--- src/rtl/pext_pkg.sv ---
package pext_pkg;
  localparam int CAUSE_N = 8;
  localparam int CODE_W  = $clog2(CAUSE_N);

  // strobe group widths and their positions in the carried vector
  localparam int IF_W    = 3;
  localparam int IF_LSB  = 0;
  localparam int ID_W    = 1;
  localparam int ID_LSB  = IF_LSB + IF_W;
  localparam int EX_W    = 1;
  localparam int EX_LSB  = ID_LSB + ID_W;
  localparam int MEM_W   = 3;
  localparam int MEM_LSB = EX_LSB + EX_W;

  typedef logic [CAUSE_N-1:0] cvec_t;
  typedef logic [CODE_W-1:0]  code_t;
endpackage

--- src/rtl/pext_post.sv ---
module pext_post
  import pext_pkg::*;
#(
  parameter int SW  = 1,
  parameter int LSB = 0
) (
  input  logic          vld_i,
  input  logic [SW-1:0] stb_i,
  output cvec_t         post_o
);
  // place a stage's strobes at their vector position; bubbles post nothing
  always_comb begin
    post_o = '0;
    if (vld_i) post_o = cvec_t'(stb_i) << LSB;
  end
endmodule

--- src/rtl/pext_prio.sv ---
module pext_prio
  import pext_pkg::*;
(
  input  cvec_t vec_i,
  output code_t code_o
);
  // lowest set bit wins: earliest stage has priority
  always_comb begin
    code_o = '0;
    for (int i = CAUSE_N - 1; i >= 0; i--) begin
      if (vec_i[i]) code_o = code_t'(i);
    end
  end
endmodule

--- src/rtl/pext_stage.sv ---
module pext_stage
  import pext_pkg::*;
#(
  parameter int PC_W = 32
) (
  input  logic            clk,
  input  logic            rst_n,
  input  logic            adv_i,
  input  logic            kill_i,
  input  logic            vld_d_i,
  input  logic [PC_W-1:0] pc_d_i,
  input  cvec_t           vec_d_i,
  output logic            vld_o,
  output logic [PC_W-1:0] pc_o,
  output cvec_t           vec_o
);
  logic            vld_n;
  logic [PC_W-1:0] pc_n;
  cvec_t           vec_n;

  always_comb begin
    vld_n = vld_o;
    pc_n  = pc_o;
    vec_n = vec_o;
    if (kill_i) begin
      vld_n = 1'b0;
      pc_n  = '0;
      vec_n = '0;
    end else if (adv_i) begin
      vld_n = vld_d_i;
      pc_n  = pc_d_i;
      vec_n = vec_d_i;
    end
  end

  always_ff @(posedge clk or negedge rst_n) begin
    if (!rst_n) begin
      vld_o <= 1'b0;
      pc_o  <= '0;
      vec_o <= '0;
    end else begin
      vld_o <= vld_n;
      pc_o  <= pc_n;
      vec_o <= vec_n;
    end
  end
endmodule

--- src/rtl/pext_tracker.sv ---
module pext_tracker
  import pext_pkg::*;
#(
  parameter int PC_W = 32
) (
  input  logic             clk,
  input  logic             rst_n,
  input  logic             stall_i,
  input  logic             if_valid_i,
  input  logic [PC_W-1:0]  if_pc_i,
  input  logic [IF_W-1:0]  if_fault_i,
  input  logic             id_fault_i,
  input  logic             ex_fault_i,
  input  logic [MEM_W-1:0] mem_fault_i,
  input  logic             mem_store_i,
  input  logic             wb_regwr_i,
  output logic             mem_we_o,
  output logic             rf_we_o,
  output logic             trap_o,
  output logic [CODE_W-1:0] cause_o,
  output logic [PC_W-1:0]  epc_o
);
  localparam int NLATCH = 4;
  localparam int L_ID   = 0;
  localparam int L_EX   = 1;
  localparam int L_MEM  = 2;
  localparam int L_WB   = NLATCH - 1;

  logic            vld_q [NLATCH];
  logic [PC_W-1:0] pc_q  [NLATCH];
  cvec_t           vec_q [NLATCH];
  cvec_t           post  [NLATCH];

  logic take;
  logic adv;

  // strobe placement, index = stage that raises it
  pext_post #(.SW(IF_W),  .LSB(IF_LSB))  u_post_if  (.vld_i(if_valid_i),   .stb_i(if_fault_i),  .post_o(post[0]));
  pext_post #(.SW(ID_W),  .LSB(ID_LSB))  u_post_id  (.vld_i(vld_q[L_ID]),  .stb_i(id_fault_i),  .post_o(post[1]));
  pext_post #(.SW(EX_W),  .LSB(EX_LSB))  u_post_ex  (.vld_i(vld_q[L_EX]),  .stb_i(ex_fault_i),  .post_o(post[2]));
  pext_post #(.SW(MEM_W), .LSB(MEM_LSB)) u_post_mem (.vld_i(vld_q[L_MEM]), .stb_i(mem_fault_i), .post_o(post[3]));

  assign adv = ~stall_i;

  genvar k;
  generate
    for (k = 0; k < NLATCH; k++) begin : g_latch
      logic            d_vld;
      logic [PC_W-1:0] d_pc;
      cvec_t           d_vec;
      if (k == 0) begin : g_head
        assign d_vld = if_valid_i;
        assign d_pc  = if_pc_i;
        assign d_vec = post[0];
      end else begin : g_body
        assign d_vld = vld_q[k-1];
        assign d_pc  = pc_q[k-1];
        assign d_vec = vec_q[k-1] | post[k];
      end
      pext_stage #(.PC_W(PC_W)) u_stage (
        .clk    (clk),
        .rst_n  (rst_n),
        .adv_i  (adv),
        .kill_i (take),
        .vld_d_i(d_vld),
        .pc_d_i (d_pc),
        .vec_d_i(d_vec),
        .vld_o  (vld_q[k]),
        .pc_o   (pc_q[k]),
        .vec_o  (vec_q[k])
      );
    end
  endgenerate

  // resolution at writeback only
  logic wb_vld;
  logic [PC_W-1:0] wb_pc;
  cvec_t wb_vec;
  assign wb_vld = vld_q[L_WB];
  assign wb_pc  = pc_q[L_WB];
  assign wb_vec = vec_q[L_WB];
  assign take   = wb_vld & (wb_vec != '0);
  assign trap_o = take;

  code_t wb_code;
  pext_prio u_prio (.vec_i(wb_vec), .code_o(wb_code));

  // write gating
  assign rf_we_o  = wb_vld & wb_regwr_i & (wb_vec == '0) & ~stall_i;
  assign mem_we_o = vld_q[L_MEM] & mem_store_i & ((vec_q[L_MEM] | post[3]) == '0)
                    & ~take & ~stall_i;

  // exception record
  code_t           cause_n;
  logic [PC_W-1:0] epc_n;

  always_comb begin
    cause_n = cause_o;
    epc_n   = epc_o;
    if (take) begin
      cause_n = wb_code;
      epc_n   = wb_pc;
    end
  end

  always_ff @(posedge clk or negedge rst_n) begin
    if (!rst_n) begin
      cause_o <= '0;
      epc_o   <= '0;
    end else begin
      cause_o <= cause_n;
      epc_o   <= epc_n;
    end
  end
endmodule

--- config.mk ---
export PLATFORM = sky130hd
export DESIGN_NAME = pext_tracker
export DESIGN_NICKNAME = d
export VERILOG_FILES = /design/src/rtl/pext_pkg.sv /design/src/rtl/pext_post.sv /design/src/rtl/pext_prio.sv /design/src/rtl/pext_stage.sv /design/src/rtl/pext_tracker.sv
export SDC_FILE = /design/constraint.sdc
export NUM_CORES = 1
export LEC_CHECK = 0
export ABC_AREA = 1
export BUFFER_PORTS_ARGS = -buffer_cell sky130_fd_sc_hd__buf_2
export CORE_AREA = 3 3 146 113
export CTS_CLUSTER_SIZE = 28
export DETAILED_ROUTE_END_ITERATION = 12
export DIE_AREA = 0 0 149 116
export GPL_ROUTABILITY_DRIVEN = 0
export GPL_TIMING_DRIVEN = 0
export PLACE_DENSITY = 0.79
export SLEW_MARGIN = 10
export SYNTH_ARGS = -nofsm -noshare
export SYNTH_HDL_FRONTEND = slang
export SYNTH_HIERARCHICAL = 1
export SYNTH_SLANG_ARGS = --single-unit
--- constraint.sdc ---
create_clock -name clk -period 6 [get_ports clk]
set_input_delay 0.9 -clock clk [delete_from_list [all_inputs] [get_ports clk]]
set_output_delay 0.9 -clock clk [all_outputs]
set_load 0.005 [all_outputs]
After elaboration in Yosys (flattened, before gate mapping)
Cells that the tools add are included.
W data, S select, Z words.
{"block": "totals", "register_bits": 199, "input_bits": 46, "out_inout_bits": 38, "word_cells": 67}
{"block": "classes", "n_eq_ne": 1, "n_mux": 36, "bitwise": 13, "reduce_logical": 3}
{"op": "$mux W32", "count": 8}
{"op": "$mux W8", "count": 9}
{"op": "$mux W3", "count": 9}
{"op": "$or A8 B8 Y8", "count": 3}
{"op": "$logic_not A8 Y1", "count": 2}
{"op": "$and A1 B1 Y1", "count": 8}
{"op": "$mux W1", "count": 8}
{"op": "$reduce_bool A8 Y1", "count": 1}
{"op": "$mux W5", "count": 1}
{"op": "$mux W4", "count": 1}
{"op": "$ne A2 B1 Y1 const B", "count": 1}
{"op": "$not A1 Y1", "count": 2}

Depth between registers and ports, before layout
{"block": "logic_depth", "ltp_word": 8, "depth_mapped": 9, "ltp_nobuf": 9}

Hierarchy
Netlist, hierarchy kept.
{"mod": "pext_stage", "instances": 4, "cells_each": 179, "area_each_um2": 1735.4, "seq_area_each_um2": 1026.0}
{"mod": "pext_tracker", "instances": 1, "cells_each": 216, "area_each_um2": 1725.4, "seq_area_each_um2": 875.8}
{"mod": "pext_post at u_post_ex ...", "instances": 2, "cells_each": 10, "area_each_um2": 63.8, "seq_area_each_um2": 0.0}
{"mod": "pext_post at u_post_if ...", "instances": 2, "cells_each": 12, "area_each_um2": 63.8, "seq_area_each_um2": 0.0}
{"mod": "pext_prio", "instances": 1, "cells_each": 19, "area_each_um2": 95.1, "seq_area_each_um2": 0.0}

Worst setup path after synthesis
No wires, ideal clock.
{"block": "synth_timing", "path_kind": "register -> output", "from": "reg g_latch[3].u_stage.vec_o[4]", "to": "out mem_we_o", "arrival_time_ps": 1989, "t_required_ps": 5100, "setup_slack_ps": 3111, "stages_incl_launch_ff": 6, "n_path_buf": 0, "path_cell_list": "dfrtp_1 > nor2_1 > nand2_1 > nor2_1 > nor2_1 > nor2_1"}
{"block": "synth_between", "elab_chain_len": 5}
{"item": "start, declared", "line": "pext_stage.sv:15", "text": "output cvec_t vec_o"}
{"item": "start signal, assigned", "line": "pext_stage.sv:44", "text": "vec_o <= vec_n;"}
{"item": "$reduce_bool A8 Y1", "line": "pext_tracker.sv:82", "text": "assign take = wb_vld & (wb_vec != '0);"}
{"item": "$and A1 B1 Y1", "line": "pext_tracker.sv:82"}
{"item": "net trap_o", "line": "pext_tracker.sv:19", "text": "output logic trap_o,"}
{"item": "$not A1 Y1", "line": "pext_tracker.sv:91", "text": "& ~take & ~stall_i;"}
{"item": "$and A1 B1 Y1 (2 in series)", "line": "pext_tracker.sv:91"}
{"item": "end, declared", "line": "pext_tracker.sv:17", "text": "output logic mem_we_o,"}
The timed path passes the listed nets, and every way through them passes these cells.

Final worst setup path
{"block": "layout_timing", "from": "reg g_latch[3].u_stage.vld_o", "to": "out mem_we_o"}
{"block": "layout_between", "elab_chain_len": 4}
{"item": "start, declared", "line": "pext_stage.sv:13", "text": "output logic vld_o,"}
{"item": "start signal, assigned", "line": "pext_stage.sv:42", "text": "vld_o <= vld_n;"}
{"item": "$and A1 B1 Y1", "line": "pext_tracker.sv:82"}
{"item": "$not A1 Y1", "line": "pext_tracker.sv:91"}
{"item": "$and A1 B1 Y1 (2 in series)", "line": "pext_tracker.sv:91"}
Every way passes these cells.

==> results.cfg <==
[synthesis]
synthMuxAreaShare_pct = 0
synthCells = 995
syn_avg_cell_area_um2 = 9.06
synth-seq-cells = 199
synth_top_family_by_area = simple AND/OR/NAND/NOR gates
ys_types = 23
synth_xor_area_share_pct = 0
synth-warning-count = 6
syn_area_mm2 = 0.00902
synth_compound_area_share_pct = 0.291
yosysSeqAreaShare_pct = 55.2
synthAdderAreaFrac_pct = 0
synth-simple-area-share_pct = 34.8

[routing]
drt.antenna.violating_nets = 0
via_count = 6454
routed_via_density = 4.83
wl_mm = 17.9
drc = 0
drt_iter0_drc = 408
dr.pass1.iters = 5
wire_per_inst_um = 13.4

[worst_setup_path]
regToRegStartpoint = g_latch[3].u_stage/vld_o
ff2ff_path_depth = 7
ff2ff_setup_slack_ns = 3.98
end_kind = output pin
cp_max_fo = 10
path_class = register to output pin
critPathArrivalTime_ns = 2.02
r2r_end = g_latch[3].u_stage/pc_o[11]
worstPathRequired_ns = 5.10
startpoint_type = register

[clock_network]
clock-sinks = 199
holdBufCountCts = 0
cts_htree_levels = 4
clk_pin_slew_ns = 0.07
clock_path_buffers = 2
cts_resized = 0
numCtsBuffers = 17
clk_latency_ns = 0.43
cts_tree = yes
cts_setup_buffers = 0
root_buffer = clkbuf_16

[sta]
fin_crit_ns = 2.92
min_period_over_period_pct = 48.7
skew_ns = 0.00969
finalSetupViolations = 0
slew_violations = 0
rsz0062_at_grt = false
tightest_slew_ns = 0.770
relSlewSlack_pct = 48.6
hold_viol = 0
tns_ns = 0
timing.fmax_mhz = 342

[grt]
antenna_found_initial = 0
grt_overflow_total = 0
grt_pass1_wl_mm = 30.5
grt_use_total_pct = 22.1
grt_max_degree = 119
grt_pass1_vias = 6204

[floorplan]
start_util_pct = 59.6
io_pins = 84
core-area_mm2 = 0.0151
die_width_um = 149
row_count = 39
die_height_um = 116
dieArea_mm2 = 0.0173

[final_layout]
areaGrowthSynthToFinish_pct = 15.9
final_cell_mix = nand2_1 (409), dfrtp_1 (199), nand3_1 (162)
fillers = 1198
finalNetCount = 1164
mostFrequentLayoutCell = nand2_1
num_antenna_cells = 0
layout-drive-gt1-share_pct = 24.8
final_cell_area_mm2 = 0.0105

[placement]
hpwl_mm = 12.8
dpl-instance-area_mm2 = 0.00981
numPortBuffers = 83

[pwr]
p_per_area_mw_per_mm2 = 414
leakagePower_nw = 5.86
irDropWorstVdd_uv = 302

[min_path]
hp-class = primary input to asynchronous set/reset pin

[outcome]
outcome = completed

[flow_run]
max-cap-violations = 0
==> kinds of logic (layout without fill, tap and decap cells) <==
group                  after synthesis  count (layout)
AO/OA/AOI/OAI                        3               3
flip-flops                         199             199
AND/OR/NAND/NOR                    671             671
buffers and inverters              118             234
other                                4              24
==> cell type report <==
class / instances / area (um^2) / share of cell area (%)
Clock inverter: 11 / 170 / 1.63
Sequential cell: 199 / 4980 / 47.7
Tap cell: 205 / 256 / 2.45
Multi-Input combinational cell: 698 / 3260 / 31.2
Inverter: 32 / 120 / 1.15
Timing Repair Buffer: 84 / 453 / 4.33
Buffer: 86 / 742 / 7.10
Clock buffer: 21 / 470 / 4.50
==> worst max-delay path, cell delays in order, from the launching register on <==
cell and delay, ns:
dfrtp_1 0.42, buf_4 0.21, inv_1 0.09, nor2_4 0.62, nor2_1 0.10, buf_2 0.15
==> state kept, by name (all words and copies together), names as in the netlist <==
register,flops
g_latch.u_stage/pc_o,128
g_latch.u_stage/vld_o,4
epc_o,32
g_latch.u_stage/vec_o,32
cause_o,3
==> synth_stat cells <==
master,n,area (um^2)
nand3_2,40,400
o21ai_4,1,16.3
nand2_2,12,75.1
or2_2,16,100
buf_1,3,11.3
a21oi_1,2,10.0
nor2_1,21,78.8
inv_1,28,105
buf_6,34,383
dfrtp_1,199,4980
inv_2,4,15.0
nor2_2,2,12.5
buf_4,37,278
nor3_2,1,10.0
nor3b_2,1,12.5
nor2_8,4,80.1
nand2_1,409,1540
nand3_1,162,811
and2_1,1,6.26
buf_2,11,55.1
or2_1,2,12.5
buf_8,1,15.0
conb_1,4,15.0
==> routing by layer <==
layer  share of wire (%)  vias to the layer above  GRT usage (%)
met5                   0                        -              0
met4                 1.4                        0           6.28
met3                 4.0                       20           4.34
met2                  45                      113           33.8
met1                  50                     2974           32.8
li1                    -                     3347              -
==> power breakdown <==
group	switching (mW)	total, mW	internal [mW]	leakage (nW)
sequential	0.272	2.00	1.73	2.59
combinational	0.639	1.11	0.470	2.96
clock	0.487	1.22	0.732	0.306
==> how the worst max path moves through the flow <==
stage | from | endpoint | slack, ns | depth (start not counted)
final | g_latch[3].u_stage/vld_o | mem_we_o | 3.08 | 5
after global routing | g_latch[3].u_stage/vec_o[4] | mem_we_o | 2.93 | 6
after CTS | g_latch[3].u_stage/vld_o | mem_we_o | 3.03 | 5
after detailed placement | mem_fault_i[1] | mem_we_o | 3.41 | 9
after global placement | rst_n | g_latch[0].u_stage/vec_o[0] | 0.95 | 1
after floorplan | g_latch[3].u_stage/vec_o[4] | mem_we_o | 3.11 | 5
==> through the flow <==
step	total power, mW	worst slack (ns)	utilization (%)	hold slack (ns)	cells
2_1_floorplan	2.78	3.11	-	0.434	1015
3_3_place_gp	3.06	0.946	64.5	0.448	1303
3_5_place_dp	3.13	3.41	64.8	0.453	1304
4_1_cts	4.37	3.03	69.1	0.462	1336
5_1_grt	4.62	2.93	69.1	0.479	1336
6_report	4.33	3.08	69.1	0.439	1336
(Power assumes the default switching activity.)
